[src/rtl/cam_cap_pkg.sv]
package cam_cap_pkg;

  typedef enum logic [1:0] {
    CAP_IDLE  = 2'd0,
    CAP_ARMED = 2'd1,
    CAP_RUN   = 2'd2,
    CAP_DONE  = 2'd3
  } cap_state_t;

  typedef enum logic [1:0] {
    WR_IDLE   = 2'd0,
    WR_SETUP  = 2'd1,
    WR_STROBE = 2'd2,
    WR_HOLD   = 2'd3
  } wr_state_t;

endpackage

[src/rtl/cam_sync_in.sv]
module cam_sync_in #(
  parameter int DATA_W = 8
) (
  input  logic              clk,
  input  logic              rst_n,
  input  logic              vsync_raw,
  input  logic              href_raw,
  input  logic              pclk_raw,
  input  logic [DATA_W-1:0] data_raw,
  output logic              vs_rise,
  output logic              href_lvl,
  output logic              href_fall,
  output logic              pix_stb,
  output logic [DATA_W-1:0] pix_data
);

  // bus layout: {data, pclk, href, vsync}
  localparam int NB = DATA_W + 3;

  logic [NB-1:0] stg1, stg2;
  logic [2:0]    stg3;

  always_ff @(posedge clk or negedge rst_n) begin
    if (!rst_n) begin
      stg1 <= '0;
      stg2 <= '0;
      stg3 <= '0;
    end else begin
      stg1 <= {data_raw, pclk_raw, href_raw, vsync_raw};
      stg2 <= stg1;
      stg3 <= stg2[2:0];
    end
  end

  assign vs_rise   = stg2[0] & ~stg3[0];
  assign href_lvl  = stg2[1];
  assign href_fall = ~stg2[1] & stg3[1];
  assign pix_stb   = stg2[2] & ~stg3[2];
  assign pix_data  = stg2[NB-1:3];

endmodule

[src/rtl/cam_sram_wr.sv]
module cam_sram_wr
  import cam_cap_pkg::*;
#(
  parameter int DATA_W = 8,
  parameter int DEPTH  = 101376,
  parameter int ADDR_W = 17
) (
  input  logic              clk,
  input  logic              rst_n,
  input  logic              addr_clr,
  input  logic              req,
  input  logic [DATA_W-1:0] req_data,
  output logic              busy,
  output logic              full,
  output logic [ADDR_W-1:0] addr,
  output logic [DATA_W-1:0] data,
  output logic              cs_n,
  output logic              we_n
);

  localparam logic [ADDR_W-1:0] ADDR_LAST = ADDR_W'(DEPTH - 1);

  wr_state_t st;

  assign busy = (st != WR_IDLE);

  always_ff @(posedge clk or negedge rst_n) begin
    if (!rst_n) begin
      st   <= WR_IDLE;
      addr <= '0;
      data <= '0;
      cs_n <= 1'b1;
      we_n <= 1'b1;
      full <= 1'b0;
    end else begin
      full <= 1'b0;
      unique case (st)
        WR_IDLE: begin
          if (addr_clr) begin
            addr <= '0;
          end else if (req) begin
            data <= req_data;
            cs_n <= 1'b0;
            st   <= WR_SETUP;
          end
        end
        WR_SETUP: begin
          we_n <= 1'b0;
          st   <= WR_STROBE;
        end
        WR_STROBE: begin
          we_n <= 1'b1;
          st   <= WR_HOLD;
        end
        WR_HOLD: begin
          cs_n <= 1'b1;
          st   <= WR_IDLE;
          if (addr == ADDR_LAST) begin
            addr <= '0;
            full <= 1'b1;
          end else begin
            addr <= addr + 1'b1;
          end
        end
        default: st <= WR_IDLE;
      endcase
    end
  end

endmodule

[src/rtl/cam_geom_chk.sv]
module cam_geom_chk #(
  parameter int LINE_PIX    = 352,
  parameter int FRAME_LINES = 288
) (
  input  logic clk,
  input  logic rst_n,
  input  logic clr,
  input  logic active,
  input  logic pix,
  input  logic line_end,
  input  logic frame_cut,
  output logic err
);

  localparam int PW = $clog2(LINE_PIX + 1);
  localparam int LW = $clog2(FRAME_LINES + 1);
  localparam logic [PW-1:0] PIX_FULL  = PW'(LINE_PIX);
  localparam logic [LW-1:0] LINE_FULL = LW'(FRAME_LINES);

  logic [PW-1:0] pix_cnt;
  logic [LW-1:0] line_cnt;

  always_ff @(posedge clk or negedge rst_n) begin
    if (!rst_n) begin
      pix_cnt  <= '0;
      line_cnt <= '0;
      err      <= 1'b0;
    end else if (clr) begin
      pix_cnt  <= '0;
      line_cnt <= '0;
      err      <= 1'b0;
    end else if (active) begin
      if (pix) begin
        if (pix_cnt == PIX_FULL) err <= 1'b1;
        else                     pix_cnt <= pix_cnt + 1'b1;
      end
      if (line_end) begin
        if (pix_cnt != PIX_FULL) err <= 1'b1;
        pix_cnt <= '0;
        if (line_cnt != LINE_FULL) line_cnt <= line_cnt + 1'b1;
      end
      if (frame_cut && (line_cnt != LINE_FULL)) err <= 1'b1;
    end
  end

endmodule

[src/rtl/cam_frame_capture.sv]
module cam_frame_capture
  import cam_cap_pkg::*;
#(
  parameter int DATA_W      = 8,
  parameter int LINE_PIX    = 352,
  parameter int FRAME_LINES = 288,
  localparam int FRAME_BYTES = LINE_PIX * FRAME_LINES,
  localparam int ADDR_W      = $clog2(FRAME_BYTES)
) (
  input  logic              clk,
  input  logic              rst_n,
  input  logic              cam_vsync,
  input  logic              cam_href,
  input  logic              cam_pclk,
  input  logic [DATA_W-1:0] cam_data,
  input  logic              start_req,
  output logic [ADDR_W-1:0] sram_addr,
  output logic [DATA_W-1:0] sram_data,
  output logic              sram_cs_n,
  output logic              sram_we_n,
  output logic              capture_busy,
  output logic              capture_done,
  output logic              frame_error
);

  logic              vs_rise, href_lvl, href_fall, pix_stb;
  logic [DATA_W-1:0] pix_data;
  logic              wr_busy, wr_full;
  logic              cut_pend;
  cap_state_t        st;

  cam_sync_in #(.DATA_W(DATA_W)) u_sync (
    .clk       (clk),
    .rst_n     (rst_n),
    .vsync_raw (cam_vsync),
    .href_raw  (cam_href),
    .pclk_raw  (cam_pclk),
    .data_raw  (cam_data),
    .vs_rise   (vs_rise),
    .href_lvl  (href_lvl),
    .href_fall (href_fall),
    .pix_stb   (pix_stb),
    .pix_data  (pix_data)
  );

  logic arm, running, cut_now, take_pix, frame_cut;

  assign arm       = start_req && (st == CAP_IDLE || st == CAP_DONE);
  assign running   = (st == CAP_RUN);
  assign cut_now   = running && (cut_pend || vs_rise) && !wr_busy && !wr_full;
  assign take_pix  = running && pix_stb && href_lvl && !cut_pend && !vs_rise
                     && !wr_busy && !wr_full;
  assign frame_cut = cut_now;

  always_ff @(posedge clk or negedge rst_n) begin
    if (!rst_n) begin
      st       <= CAP_IDLE;
      cut_pend <= 1'b0;
    end else begin
      unique case (st)
        CAP_IDLE, CAP_DONE: begin
          cut_pend <= 1'b0;
          if (arm) st <= CAP_ARMED;
        end
        CAP_ARMED: begin
          if (vs_rise) st <= CAP_RUN;
        end
        CAP_RUN: begin
          if (wr_full) begin
            st       <= CAP_DONE;
            cut_pend <= 1'b0;
          end else if (cut_now) begin
            st       <= CAP_DONE;
            cut_pend <= 1'b0;
          end else if (vs_rise) begin
            cut_pend <= 1'b1;
          end
        end
        default: st <= CAP_IDLE;
      endcase
    end
  end

  cam_sram_wr #(
    .DATA_W (DATA_W),
    .DEPTH  (FRAME_BYTES),
    .ADDR_W (ADDR_W)
  ) u_wr (
    .clk      (clk),
    .rst_n    (rst_n),
    .addr_clr (arm),
    .req      (take_pix),
    .req_data (pix_data),
    .busy     (wr_busy),
    .full     (wr_full),
    .addr     (sram_addr),
    .data     (sram_data),
    .cs_n     (sram_cs_n),
    .we_n     (sram_we_n)
  );

  cam_geom_chk #(
    .LINE_PIX    (LINE_PIX),
    .FRAME_LINES (FRAME_LINES)
  ) u_geom (
    .clk       (clk),
    .rst_n     (rst_n),
    .clr       (arm),
    .active    (running),
    .pix       (take_pix),
    .line_end  (href_fall),
    .frame_cut (frame_cut),
    .err       (frame_error)
  );

  assign capture_busy = (st == CAP_ARMED) || (st == CAP_RUN);
  assign capture_done = (st == CAP_DONE);

endmodule

[config.mk]
export PLATFORM = sky130hd
export DESIGN_NAME = cam_frame_capture
export DESIGN_NICKNAME = d
export VERILOG_FILES = /design/src/rtl/cam_cap_pkg.sv /design/src/rtl/cam_sync_in.sv /design/src/rtl/cam_sram_wr.sv /design/src/rtl/cam_geom_chk.sv /design/src/rtl/cam_frame_capture.sv
export SDC_FILE = /design/constraint.sdc
export NUM_CORES = 1
export LEC_CHECK = 0
export ABC_CLOCK_PERIOD_IN_PS = 5200
export BUFFER_PORTS_ARGS = -buffer_cell sky130_fd_sc_hd__buf_2
export CORE_ASPECT_RATIO = 1.5
export CORE_MARGIN = 4
export CORE_UTILIZATION = 62
export CTS_BUF_LIST = sky130_fd_sc_hd__clkbuf_8 sky130_fd_sc_hd__clkbuf_16
export DETAILED_ROUTE_END_ITERATION = 6
export GPL_ROUTABILITY_DRIVEN = 0
export HOLD_SLACK_MARGIN = 0.15
export PLACE_DENSITY = 0.91
export SYNTH_ARGS = -nofsm -noshare
export SYNTH_HDL_FRONTEND = slang
export SYNTH_SLANG_ARGS = --single-unit
[constraint.sdc]
create_clock -name clk -period 5.2 [get_ports clk]
set_input_delay 0.52 -clock clk [delete_from_list [all_inputs] [get_ports clk]]
set_output_delay 0.52 -clock clk [all_outputs]
set_load 0.005 [all_outputs]
==> run_results.csv <==
group,metric,value,unit
status,outcome,"finished clean",
synthesis,synth_compound_gate_area_share,5.902,%
finish,drive_above_1_share,22.56,%
power_and_ir_drop,power_frac_seq,43.8,%
placement,hpwl,4472,um
global_routing,grt_start_max_net_pins,78,
sta,worstMarginPinSlew,0.8975,ns
synthesis,postSynthRegisterBits,77,
power_and_ir_drop,peakVddDrop,0.0003731,V
placement,placed_cells,411,
synthesis,yosysSeqAreaShare,56.17,%
sta,finalClockSkew,0.01126,ns
synthesis,synth_area_leader_cell,"dfrtp_1",
power_and_ir_drop,internal_power,1149,uW
clock_tree,clk_latency,0.36,ns
floorplan,rows,32,
synthesis,synthesis.instances,306,
power_and_ir_drop,power.switching_fraction,34.44,%
setup_path,cp_data_required_time,5.43,ns
setup_path,worstPathCellList,"inv_1 -> ha_1 -> nand3b_1 -> nor4_4 -> nand2_4 -> nand2_2 -> mux2_1",
synthesis,synth-simple-area-share,21.06,%
sta,timing.final.max_slew_violations,0,
synthesis,number_of_flops_mapped_to_enable_cells_by_yosys,0,
finish,fin_cells,427,
clock_tree,htree_num_levels,3,
power_and_ir_drop,clockPowerShare,28.5,%
global_routing,globalRouteTotalUtil,21.60,%
setup_path,worst_setup_path_end_kind,"flip-flop",
clock_tree,ctsResizeCount,0,
floorplan,core-area,0.005245,mm2
power_and_ir_drop,p_leak,0.001894,uW
detailed_routing,routed-via-count,2412,
synthesis,synth.avg_cell_area,11.22,um2
detailed_routing,drt-initial-drc-count,135,
floorplan,die_area,0.006819,mm2
power_and_ir_drop,power_per_cell_area,446.5,mW/mm2
clock_tree,tritoncts,"yes",
floorplan,fp.dieW,68.77,um
detailed_routing,vias_per_cell,5.649,
power_and_ir_drop,comb_power_share,27.7,%
synthesis,synth_ff_type,"dfrtp_1",
finish,syn_to_final_growth,14.24,%
clock_tree,numClockSinks,77,
clock_tree,cts.hold.buffers_added,0,
clock_tree,clockBufferDepth,2,
power_and_ir_drop,power.switching,603.4,uW
detailed_routing,route.detailed.drc,0,
synthesis,post-synth-top-area-fraction,54.64,%
global_routing,grt_antenna_before_repair,0,
sta,postLayoutSetupSlackWorst,2.940,ns
floorplan,die_height,99.16,um
synthesis,synthesis.area,0.003435,mm2
clock_tree,clockRootBuffer,"clkbuf_8",
global_routing,global_route.overflow_total,0,
synthesis,synthDistinctLibCells,50,
global_routing,grt_pass1_wl,11130,um
sta,setup-tns-final,0,ns
synthesis,post_synth_fa_ha_maj_area_fraction,4.736,%
detailed_routing,ant_nets,0,
synthesis,yosys.area_share.xor_xnor,5.610,%
synthesis,synth-warning-count,0,
placement,preCtsSetupSlack,2.988,ns
clock_tree,cts_setup_buffers,0,
synthesis,async_reset_ff_share,100.0,%
synthesis,synth_top_family_by_area,"simple AND/OR/NAND/NOR gates",
finish,fin_nets,381,
finish,antenna_cells,0,
synthesis,synth_area_leaders,"dfrtp_1 (55%), ha_1 (4.7%), xor2_1 (3.6%)",
global_routing,vias_in_the_first_global_route,2414,
clock_tree,cts_inserted_buffers,9,
floorplan,floorplan.io_pins,44,
floorplan,floorplan.initialDensity,65.48,%
sta,finalCritPeriodShare,43.45,%
job,maxCapViolCount,0,
sta,finalWorstPathRequiredPeriod,2.260,ns
placement,port_buffers,43,
setup_path,worstPathArrival,2.49,ns
detailed_routing,wire_per_inst,15.01,um
finish,utilization,74.81,%
sta,rsz_0062_raised_after_global_routing,"no",
synthesis,yosys-mux-area-fraction,4.189,%
sta,report.final.setup_viol,0,
sta,worst_slew_margin_rel,40.17,%
setup_path,critical-path-slowest-cell,"nor4_4",
clock_tree,path_clk_slew,0.08,ns
sta,timing.final.hold_violations,0,
synthesis,synth_nets,333,
setup_path,crit_type,"reg2reg",
setup_path,start_kind,"flip-flop",
sta,maxClockFrequency,0.4426,GHz
power_and_ir_drop,total_power_draw,1752,uW
setup_path,cp_slowest_stage_delay,0.42,ns
min_path,hold_class,"in2reg",
setup_path,crit_fanout,10,
detailed_routing,detail_route.wirelength,6411,um
detailed_routing,detail_route.first_pass.iterations,4,
==> per-layer routing <==
metal / part of all wire, % / global-route usage, % / up-vias / routed length, um
met2: 53 / 35.39 / 60 / 3400
li1: - / - / 1155 / -
met3: 4.2 / 5.650 / 15 / 272
met1: 41 / 26.17 / 1182 / 2607
met5: 0 / 0 / - / 0
met4: 2.0 / 9.610 / 0 / 130
==> layout by cell type, fill, tap and decap left out, types with 3 or more instances in the layout <==
master,instances
inv_6,3
o31ai_1,3
nor2b_1,5
nand3_1,22
nand4_1,10
nor3_1,6
dfrtp_1,75
a21oi_1,3
mux2_1,9
xnor2_1,8
o21ai_0,9
nor4_1,5
inv_1,13
nor2_1,25
xor2_1,14
nand2_1,28
buf_2,42
and2_1,3
clkbuf_8,9
ha_1,13
nor2_2,10
==> cell usage after synthesis (3+ instances only) <==
library cell   n
xor2_1        14
dfrtp_1       75
o21ai_0        9
nor4_1         5
nand2_1       28
nor2b_1        5
nand4_1       10
nand3_1       22
nor2_1        25
a21oi_1        3
nor2_2        10
xnor2_1        8
inv_1         12
ha_1          13
o31ai_1        3
nor3_1         6
mux2_1         9
buf_2          4
and2_1         3
==> cell families after synthesis <==
| logic type | count (synthesis) |
|---|---|
| multiplexers | 13 |
| flip-flops | 77 |
| adder cells (fa/ha/maj) | 13 |
| AO/OA/AOI/OAI | 30 |
| buffers and inverters | 18 |
| AND/OR/NAND/NOR | 133 |
| XOR/XNOR | 22 |
==> path summary, 6_finish.rpt <==
kind	cells after the start	end	startpoint	slack, ns
hold / removal	1	u_sync.stg1[9]$_DFF_PN0_	cam_data[6]	0.27
hold reg to reg	0	u_sync.stg2[8]$_DFF_PN0_	u_sync.stg1[8]$_DFF_PN0_	0.35
min in group asynchronous	1	u_geom.pix_cnt[4]$_DFFE_PN0P_	rst_n	0.30
setup reg to reg	7	u_wr.st[1]$_DFFE_PN0P_	u_wr.st[0]$_DFFE_PN0P_	2.94
setup / recovery	7	u_wr.st[1]$_DFFE_PN0P_	u_wr.st[0]$_DFFE_PN0P_	2.94
max in group asynchronous	1	u_sync.stg3[0]$_DFF_PN0_	rst_n	4.33
==> per-stage QoR <==
step / hold slack (ns) / cell area, um2
finish: 0.2659 / 3924
global route: 0.2439 / 3924
CTS: 0.2599 / 3924
detailed placement: 0.3358 / 3702
global placement: 0.3316 / 3702
floorplan: 0.2244 / 3435
==> area by class of cell <==
class / instances / area [um2]
multi-input cells: 211 / 1425
clock inverters: 7 / 97.59
flip-flops and latches: 77 / 1929
clock buffers: 9 / 123.9
inverters: 12 / 45.04
fillers: 356 / 1321
repair buffers: 43 / 217.7
well taps: 68 / 85.08
==> critical path: cells and delay by family, from the launching register on <==
kind                       cells  cell delay (ns)
adders and majority gates      1             0.33
buffers and inverters          1             0.14
DFF                            1             0.38
muxes                          1             0.32
and+or+nand+nor                4             0.98
==> power by group through the flow <==
stage	registers, uW	clock network, uW	logic (uW)
6_report	768	499	485
5_1_grt	780	534	551
4_1_cts	768	503	490
3_5_place_dp	778	0	482
3_3_place_gp	770	0	458
2_1_floorplan	767	0	344
==> sequential cells by signal (all words and copies together), names as in the netlist <==
name             flops
u_geom.pix_cnt       9
u_wr.cs_n            1
u_sync.stg2         11
cut_pend             1
u_wr.full            1
u_sync.stg1         11
st                   2
u_wr.st              2
u_wr.we_n            1
u_sync.stg3          3
u_wr.addr           17
u_geom.line_cnt      9
u_wr.data            8
u_geom.err           1
Note: power is estimated with default switching activity, not from simulation.
